$ cat src/rtl/sio_irq_pkg.sv
package sio_irq_pkg;
  localparam int NUM_CH = 2;
  localparam int VEC_W  = 8;
  localparam int CMD_W  = 3;
  localparam int PEND_W = 3 * NUM_CH;

  localparam logic [CMD_W-1:0] CMD_CLR_TX  = 3'b101;
  localparam logic [CMD_W-1:0] CMD_RST_IUS = 3'b111;

  typedef enum logic [2:0] {
    SRC_NONE, SRC_BRX, SRC_ARX, SRC_BTX, SRC_ATX
  } vecSrc_e;

  typedef struct packed {
    logic              vecLoad;
    vecSrc_e           vecSrc;
    logic [PEND_W-1:0] pendWr;
    logic [PEND_W-1:0] pendVal;
    logic              reqAny;
  } ctlStrobe_t;
endpackage

$ cat src/rtl/sio_irq_ctl.sv
module sio_irq_ctl
  import sio_irq_pkg::*;
(
  input  logic                 clk,
  input  logic                 rstN,
  input  logic [NUM_CH-1:0]    rxArrive,
  input  logic [NUM_CH-1:0]    txWrite,
  input  logic [NUM_CH-1:0]    dataRead,
  input  logic [NUM_CH-1:0]    cmdStrobe,
  input  logic [CMD_W-1:0]     cmdCode,
  input  logic [NUM_CH-1:0]    txIntEn,
  input  logic [2*NUM_CH-1:0]  rxMode,
  input  logic [NUM_CH-1:0]    brkIntEn,
  input  logic [NUM_CH-1:0]    brkStat,
  output logic [NUM_CH-1:0]    rxAvail,
  output ctlStrobe_t           stb
);
  logic [NUM_CH-1:0] rxPend, txPend, rxSvc, txSvc;
  logic [NUM_CH-1:0] rxPendN, txPendN, rxSvcN, txSvcN, rxAvailN;
  logic [NUM_CH-1:0] chReq;

  always_comb begin
    rxPendN = rxPend;
    txPendN = txPend;
    rxSvcN  = rxSvc;
    txSvcN  = txSvc;
    rxAvailN = rxAvail;
    stb.vecLoad = 1'b0;
    stb.vecSrc  = SRC_NONE;
    stb.pendWr  = '0;
    stb.pendVal = '0;
    for (int c = 0; c < NUM_CH; c++) begin
      // receive bit / transmit bit of this channel in the pending register
      automatic int rxBit = 3 * c + 2;
      automatic int txBit = 3 * c + 1;
      automatic vecSrc_e rxSrc = (c == 1) ? SRC_ARX : SRC_BRX;
      automatic vecSrc_e txSrc = (c == 1) ? SRC_ATX : SRC_BTX;
      if (rxArrive[c]) begin
        rxAvailN[c] = 1'b1;
        rxPendN[c] = 1'b1; rxSvcN[c] = 1'b1;
        stb.pendWr[rxBit] = 1'b1; stb.pendVal[rxBit] = 1'b1;
        stb.vecLoad = 1'b1; stb.vecSrc = rxSrc;
      end
      if (dataRead[c]) begin
        rxAvailN[c] = 1'b0;
        rxPendN[c] = 1'b0; rxSvcN[c] = 1'b0;
        stb.pendWr[rxBit] = 1'b1; stb.pendVal[rxBit] = 1'b0;
        stb.vecLoad = 1'b1; stb.vecSrc = SRC_NONE;
        if (txPendN[c]) begin
          txSvcN[c] = 1'b1;
          if (txIntEn[c]) begin
            stb.pendWr[txBit] = 1'b1; stb.pendVal[txBit] = 1'b1;
          end
          stb.vecSrc = txSrc;
        end
      end
      if (txWrite[c]) begin
        txPendN[c] = 1'b1;
        if (!rxSvcN[c]) begin
          txSvcN[c] = 1'b1;
          if (txIntEn[c]) begin
            stb.pendWr[txBit] = 1'b1; stb.pendVal[txBit] = 1'b1;
          end
          stb.vecLoad = 1'b1; stb.vecSrc = txSrc;
        end
      end
      if (cmdStrobe[c] && cmdCode == CMD_CLR_TX) begin
        txPendN[c] = 1'b0; txSvcN[c] = 1'b0;
        stb.pendWr[txBit] = 1'b1; stb.pendVal[txBit] = 1'b0;
        stb.vecLoad = 1'b1; stb.vecSrc = SRC_NONE;
        if (rxPendN[c]) begin
          rxSvcN[c] = 1'b1;
          stb.pendWr[rxBit] = 1'b1; stb.pendVal[rxBit] = 1'b1;
          stb.vecSrc = rxSrc;
        end
      end
      if (cmdStrobe[c] && cmdCode == CMD_RST_IUS) begin
        if (rxSvcN[c]) begin
          rxSvcN[c] = 1'b0;
          if (txPendN[c]) begin
            txSvcN[c] = 1'b1;
            if (txIntEn[c]) begin
              stb.pendWr[txBit] = 1'b1; stb.pendVal[txBit] = 1'b1;
            end
            stb.vecLoad = 1'b1; stb.vecSrc = txSrc;
          end
        end else begin
          txSvcN[c] = 1'b0;
        end
      end
    end
  end

  genvar g;
  generate
    for (g = 0; g < NUM_CH; g++) begin : gReq
      logic [1:0] mode;
      assign mode = rxMode[2*g +: 2];
      assign chReq[g] = (txIntEn[g] && txPend[g]) ||
                        ((mode == 2'b01 || mode == 2'b10) && rxPend[g]) ||
                        (brkIntEn[g] && brkStat[g]);
    end
  endgenerate
  assign stb.reqAny = |chReq;

  always_ff @(posedge clk) begin
    if (!rstN) begin
      rxPend <= '0; txPend <= '0; rxSvc <= '0; txSvc <= '0; rxAvail <= '0;
    end else begin
      rxPend <= rxPendN; txPend <= txPendN;
      rxSvc  <= rxSvcN;  txSvc  <= txSvcN;
      rxAvail <= rxAvailN;
    end
  end

  a_r2_svc_implies_pend: assert property (@(posedge clk) disable iff (!rstN)
    ((rxSvc & ~rxPend) == '0));
  a_r4_read_clears_avail: assert property (@(posedge clk) disable iff (!rstN)
    (dataRead[0] && !rxArrive[0]) |=> !rxAvail[0]);
  a_r3_write_raises_tx: assert property (@(posedge clk) disable iff (!rstN)
    (txWrite[1] && !cmdStrobe[1]) |=> txPend[1]);
endmodule

$ cat src/rtl/sio_irq_dp.sv
module sio_irq_dp
  import sio_irq_pkg::*;
(
  input  logic              clk,
  input  logic              rstN,
  input  ctlStrobe_t        stb,
  input  logic              statusHigh,
  output logic              irq,
  output logic [PEND_W-1:0] pendBits,
  output logic [VEC_W-1:0]  vector
);
  logic [VEC_W-1:0] vecCode;

  always_comb begin
    unique case (stb.vecSrc)
      SRC_BRX: vecCode = statusHigh ? 8'h20 : 8'h04;
      SRC_ARX: vecCode = statusHigh ? 8'h30 : 8'h0C;
      SRC_BTX: vecCode = 8'h00;
      SRC_ATX: vecCode = statusHigh ? 8'h10 : 8'h08;
      default: vecCode = statusHigh ? 8'h60 : 8'h06;
    endcase
  end

  always_ff @(posedge clk) begin
    if (!rstN) begin
      irq <= 1'b0;
      pendBits <= '0;
      vector <= '0;
    end else begin
      irq <= stb.reqAny;
      pendBits <= (pendBits & ~stb.pendWr) | (stb.pendVal & stb.pendWr);
      if (stb.vecLoad) vector <= vecCode;
    end
  end

  a_r8_irq_lags_request: assert property (@(posedge clk) disable iff (!rstN)
    $past(rstN) |-> (irq == $past(stb.reqAny)));
  a_r9_ext_bits_zero: assert property (@(posedge clk) disable iff (!rstN)
    (pendBits[0] == 1'b0) && (pendBits[3] == 1'b0));
  a_r7_vector_legal: assert property (@(posedge clk) disable iff (!rstN)
    vector inside {8'h00, 8'h04, 8'h06, 8'h08, 8'h0C,
                   8'h10, 8'h20, 8'h30, 8'h60});
endmodule

$ cat src/rtl/sio_irq_prio.sv
module sio_irq_prio
  import sio_irq_pkg::*;
(
  input  logic        clk,
  input  logic        rstN,
  input  logic [1:0]  rxArrive,
  input  logic [1:0]  txWrite,
  input  logic [1:0]  dataRead,
  input  logic [1:0]  cmdStrobe,
  input  logic [2:0]  cmdCode,
  input  logic [1:0]  txIntEn,
  input  logic [3:0]  rxMode,
  input  logic [1:0]  brkIntEn,
  input  logic [1:0]  brkStat,
  input  logic        statusHigh,
  output logic        irq,
  output logic [5:0]  pendBits,
  output logic [7:0]  vector,
  output logic [1:0]  rxAvail
);
  ctlStrobe_t stb;

  sio_irq_ctl u_ctl (
    .clk(clk), .rstN(rstN), .rxArrive(rxArrive), .txWrite(txWrite),
    .dataRead(dataRead), .cmdStrobe(cmdStrobe), .cmdCode(cmdCode),
    .txIntEn(txIntEn), .rxMode(rxMode), .brkIntEn(brkIntEn),
    .brkStat(brkStat), .rxAvail(rxAvail), .stb(stb)
  );

  sio_irq_dp u_dp (
    .clk(clk), .rstN(rstN), .stb(stb), .statusHigh(statusHigh),
    .irq(irq), .pendBits(pendBits), .vector(vector)
  );

  a_r1_reset_quiet: assert property (@(posedge clk)
    !rstN |=> (irq == 1'b0 && pendBits == '0 && rxAvail == '0));
endmodule

$ cat config.mk
export PLATFORM = sky130hd
export DESIGN_NAME = sio_irq_prio
export DESIGN_NICKNAME = d
export VERILOG_FILES = /design/src/rtl/sio_irq_pkg.sv /design/src/rtl/sio_irq_ctl.sv /design/src/rtl/sio_irq_dp.sv /design/src/rtl/sio_irq_prio.sv
export SDC_FILE = /design/constraint.sdc
export NUM_CORES = 1
export LEC_CHECK = 0
export BUFFER_PORTS_ARGS = -buffer_cell sky130_fd_sc_hd__buf_2
export CORE_MARGIN = 2
export CORE_UTILIZATION = 35
export DETAILED_ROUTE_END_ITERATION = 8
export MAX_ROUTING_LAYER = met4
export PLACE_DENSITY = 0.7
export RECOVER_POWER = 100
export SLEW_MARGIN = 20
export SYNTH_ARGS = -nofsm -noshare
export SYNTH_HDL_FRONTEND = slang
export SYNTH_SLANG_ARGS = --single-unit
$ cat constraint.sdc
create_clock -name clk -period 1.75 [get_ports clk]
set_input_delay 0.0875 -clock clk [delete_from_list [all_inputs] [get_ports clk]]
set_output_delay 0.0875 -clock clk [all_outputs]
set_load 0.05 [all_outputs]
After elaboration in Yosys (flattened, before gate mapping):

Index checks and enable logic that the tools add are counted.

* bits in registers: 23

* equality and inequality tests: 10
* multiplexer cells: 84
* bitwise operators: 5
* reduce and logical (&&, ||, !) cells: 21

Operator list (number)
* 1-bit two-way mux: 54
* 4-bit two-way mux: 13
* 8-bit case mux with 4 select lines: 1
* 6-bit two-way mux: 4
* 2-bit two-way mux: 7
* 6-bit AND: 2
* 1-bit logical AND: 10
* 5-bit two-way mux: 2
* 2-bit OR reduction: 5
* 3-bit == test (second input constant): 3
* 7-bit two-way mux: 1
* 3-bit by 2-bit == test with 1-bit output (second input constant): 2
* 1-bit logical OR: 6
* 3-bit two-way mux: 2
* 6-bit inverter: 1
* 6-bit bitwise OR: 1
* 2-bit by 1-bit == test with 1-bit output (second input constant): 2
* 2-bit == test (second input constant): 2
* 3-bit by 1-bit == test with 1-bit output (second input constant): 1
* 1-bit inverter: 1

Logic depth before layout (Yosys ltp):

* depth after elaboration: 21
* depth in mapped cells: 7

By module:

From an unflattened synthesis, not the netlist that was laid out.

* cell total of the unflattened synthesis: 139
* area total of the unflattened synthesis: 1159.9 um^2

By module, submodules not included
* sio_irq_ctl: instances 1, cells each 86, area each 626.9 um^2, seq. area each 160.2 um^2
* sio_irq_dp: instances 1, cells each 53, area each 533.0 um^2, seq. area each 260.2 um^2

Worst setup path before layout:

OpenSTA, ideal clock, no wires.

* kind: register -> register
* start: register u_ctl.rxSvc[1]
* end: register u_dp.vector[4]
* setup time: 0.117 ns
* arrival: 1.388 ns
* path slack: 0.245 ns
* cell stages (with the launch flop): 6
* buffers on the path: 0
* cells stage by stage: dfxtp_1 -> nor2b_1 -> or3_1 -> a21o_1 -> or2_1 -> a32o_1

* cells in the longest elaborated chain, start to end: 10
* elaborated cells on any way between the ends: 15
* classes of those cells: 4 x eq/ne; 11 x mux

Ends and longest elaborated chain
* start, declared: line sio_irq_ctl.sv:18 `logic [NUM_CH-1:0] rxPend, txPend, rxSvc, txSvc;`
* start signal, assigned: line sio_irq_ctl.sv:111 `rxSvc <= rxSvcN; txSvc <= txSvcN;`
* 1-bit two-way mux (*): line sio_irq_ctl.sv:38 `if (rxArrive[c]) begin`
* 1-bit two-way mux (*): line sio_irq_ctl.sv:44 `if (dataRead[c]) begin`
* 4-bit two-way mux: line sio_irq_ctl.sv:59 `if (!rxSvcN[c]) begin`
* 4-bit two-way mux: line sio_irq_ctl.sv:57 `if (txWrite[c]) begin`
* 6-bit two-way mux: line sio_irq_ctl.sv:67 `if (cmdStrobe[c] && cmdCode == CMD_CLR_TX) begin`
* 4-bit two-way mux: line sio_irq_ctl.sv:80 `if (txPendN[c]) begin`
* 4-bit two-way mux: line sio_irq_ctl.sv:78 `if (rxSvcN[c]) begin`
* 4-bit two-way mux (*): line sio_irq_ctl.sv:77 `if (cmdStrobe[c] && cmdCode == CMD_RST_IUS) begin`
* 3-bit == test (tied with other cells): line sio_irq_dp.sv:15 `unique case (stb.vecSrc)`
* 8-bit case mux with 4 select lines: line sio_irq_dp.sv:15
* end signal, assigned: line sio_irq_dp.sv:32 `if (stb.vecLoad) vector <= vecCode;`
* end, declared: line sio_irq_dp.sv:10 `output logic [VEC_W-1:0] vector`

Mark *: on every way between the ends. The rest lies on a longest branch, timed or not.
A chain may end at the register's enable or synchronous reset.

Worst setup path in the final report:

Ends and elaborated chain as after synthesis.

==> metrics.csv <==
stage;metric;value;unit
synth;async_flop_share;0;
drt;ant_nets;0;
min_path;hold_path.class;input port to flip-flop;
synth;syn_avg_cell_area;8.25;um^2
floorplanning;start_util;0.362;
drt;first_pass_iters;4;
critical_path;worstPathArrival;1.84;ns
global_routing;grt_pass1_wl;4370;um
drt;route.detailed.drc;0;
global_routing;grt_pass1_vias;999;
sta;whs;0.0463;ns
finish;layout_common_cells;buf_2 (23), nor2_1 (20), dfxtp_1 (19);
finish;antennaDiodeCount;0;
sta;finClkSkew;0.00666;ns
synth;ys_ff_latch;19;
flow_run;drv_cap;0;
drt;initialDrtViolationCount;33;
floorplanning;die_w;57.0;um
power;peakVddDrop;0.608;mV
synth;synth_edf_count;0;
critical_path;rrSetupSlack;0.11;ns
critical_path;worstPathMaxFanout;6;
floorplanning;dieArea;3250;um^2
sta;rsz0062_at_grt;false;
cts;cts.sink_count;19;
synth;synth-seq-area-share;0.387;
cts;numCtsBuffers;3;
global_routing;grt.overflow.total;0;
critical_path;crit_path_start;u_ctl.rxSvc[1]$_SDFF_PP0_;
cts;clock_latency;0.30;ns
status;status;finished clean;
sta;maxSlewHeadroom;0.587;
finish;design_area;1170;um^2
sta;drv_slew;0;
global_routing;track_usage;0.174;
global_routing;grt_max_degree;12;
synth;ys.flop_type;dfxtp_1;
sta;max_freq;608;MHz
floorplanning;die_y;57.0;um
placed_design;globalplace.congestion;0.806;
critical_path;cp-start-kind;flip-flop;
cts;cts_tree;yes;
cts;ctsResizeCount;0;
cts;htreeDepth;1;
sta;min_period;1.64;ns
drt;vias;1012;
power;power_density;818;nW/um^2
floorplanning;coreArea;2710;um^2
synth;yosysWarnings;0;
global_routing;antenna_found_initial;0;
sta;worst_slew_pin_slew;0.623;ns
finish;areaGrowthSynthToFinish;18.7;%
synth;netlist_area;982;um^2
drt;wl;2520;um
cts;post_cts_buffers;0;
drt;via_per_inst;5.50;
placed_design;postPlaceCellArea;1150;um^2
power;leakage;0.490;nW
floorplanning;rows;19;
cts;cts_root_buf;clkbuf_4;
synth;netlist_instances;119;
cts;cts_hold_buf;0;
sta;setup_viol;0;
placed_design;dp_hpwl;1980;um
floorplanning;ioPinCount;41;
critical_path;reg2reg_from;u_ctl.rxSvc[1]$_SDFF_PP0_;
synth;synth_cell_types;41;
critical_path;setup.worst_path.end_class;flip-flop;
sta;setup_tns;0;ns
sta;fin_crit_sh;0.940;
cts;clk_pin_slew;0.11;ns
drt;routedWlPerCell;13.7;um
sta;hold_viol;0;
cts;clockBufferDepth;2;
placed_design;portBuffers;36;
finish;nets;178;
critical_path;crit_type;flip-flop to flip-flop;
critical_path;worst-endpoint-required;1.95;ns
min_path;min_from;txIntEn[1];
finish;drive_gt1_frac;0.183;
finish;final_common_cell;buf_2;
==> through the flow <==
stage               total power, mW  setup WS [ns]  utilization  cells
detailed placement            0.744          0.147        0.426    180
global route                   1.00         0.0152        0.430    184
global placement              0.738          0.212        0.426    180
CTS                           0.963          0.122        0.436    184
finish                        0.954          0.105        0.430    184
floorplan                     0.676          0.245            -    122
==> Yosys cell counts, types with 2 or more instances <==
cell type,n,area share
nor2_1,20,0.076
dfxtp_1,19,0.39
nand2_1,6,0.023
o21ai_0,6,0.031
a21oi_1,5,0.025
buf_4,5,0.038
a32o_1,4,0.041
and3_1,4,0.025
buf_2,4,0.020
nand2b_1,4,0.025
nor3_1,3,0.015
a211oi_1,2,0.015
a221oi_1,2,0.018
inv_1,2,0.0076
nand3_1,2,0.010
nor2b_1,2,0.013
o21bai_1,2,0.015
o2bb2ai_1,2,0.018
o31ai_1,2,0.015
xor2_1,2,0.018
==> routing by layer <==
layer,up-vias,global-route usage,wire length [um]
li1,500,-,-
met1,461,0.217,1050
met2,45,0.279,1230
met3,6,0.0249,191
met4,0,0.0764,48
met5,-,-,0
==> worst max-delay path: stages, from the launching register on <==
cell and delay (ns):
dfxtp_1 0.44, nor2b_1 0.08, or3_1 0.33, a21o_1 0.18, or2_1 0.25, a32o_1 0.27
==> final timing paths <==
check	cells after the start	to
min	3	flip-flop
min reg2reg	1	u_dp.vector[6]$_SDFFE_PN0P_
max reg2reg	5	u_dp.vector[4]$_SDFFE_PN0P_
max	5	u_dp.vector[4]$_SDFFE_PN0P_
==> cell families (layout without fill, tap and decap cells) <==
kind of cell / after synthesis / after routing / share of synthesized area
AO/OA/AOI/OAI: 36 / 36 / 0.270
XOR/XNOR: 2 / 2 / 0.0178
buffers and inverters: 11 / 42 / 0.0662
flip-flops: 19 / 19 / 0.387
other: 1 / 4 / 0.00382
AND/OR/NAND/NOR: 50 / 50 / 0.255
==> report_power, final <==
group	internal (mW)	switching [mW]	leakage [nW]
Clock	0.0852	0.138	0.0177
Combinational	0.0767	0.175	0.316
Sequential	0.460	0.0187	0.157
Total	0.622	0.332	0.490
==> final cells by class <==
| cell class | instances | area, um^2 |
|---|---|---|
| timing repair buffer | 36 | 164 |
| sequential | 19 | 380 |
| fill | 290 | 1540 |
| clock buffer | 3 | 22.5 |
| inverter | 2 | 7.51 |
| multi-input combinational | 92 | 548 |
| clock inverter | 1 | 5.00 |
| tap | 31 | 38.8 |
Note: power is estimated with default switching activity, not from simulation.
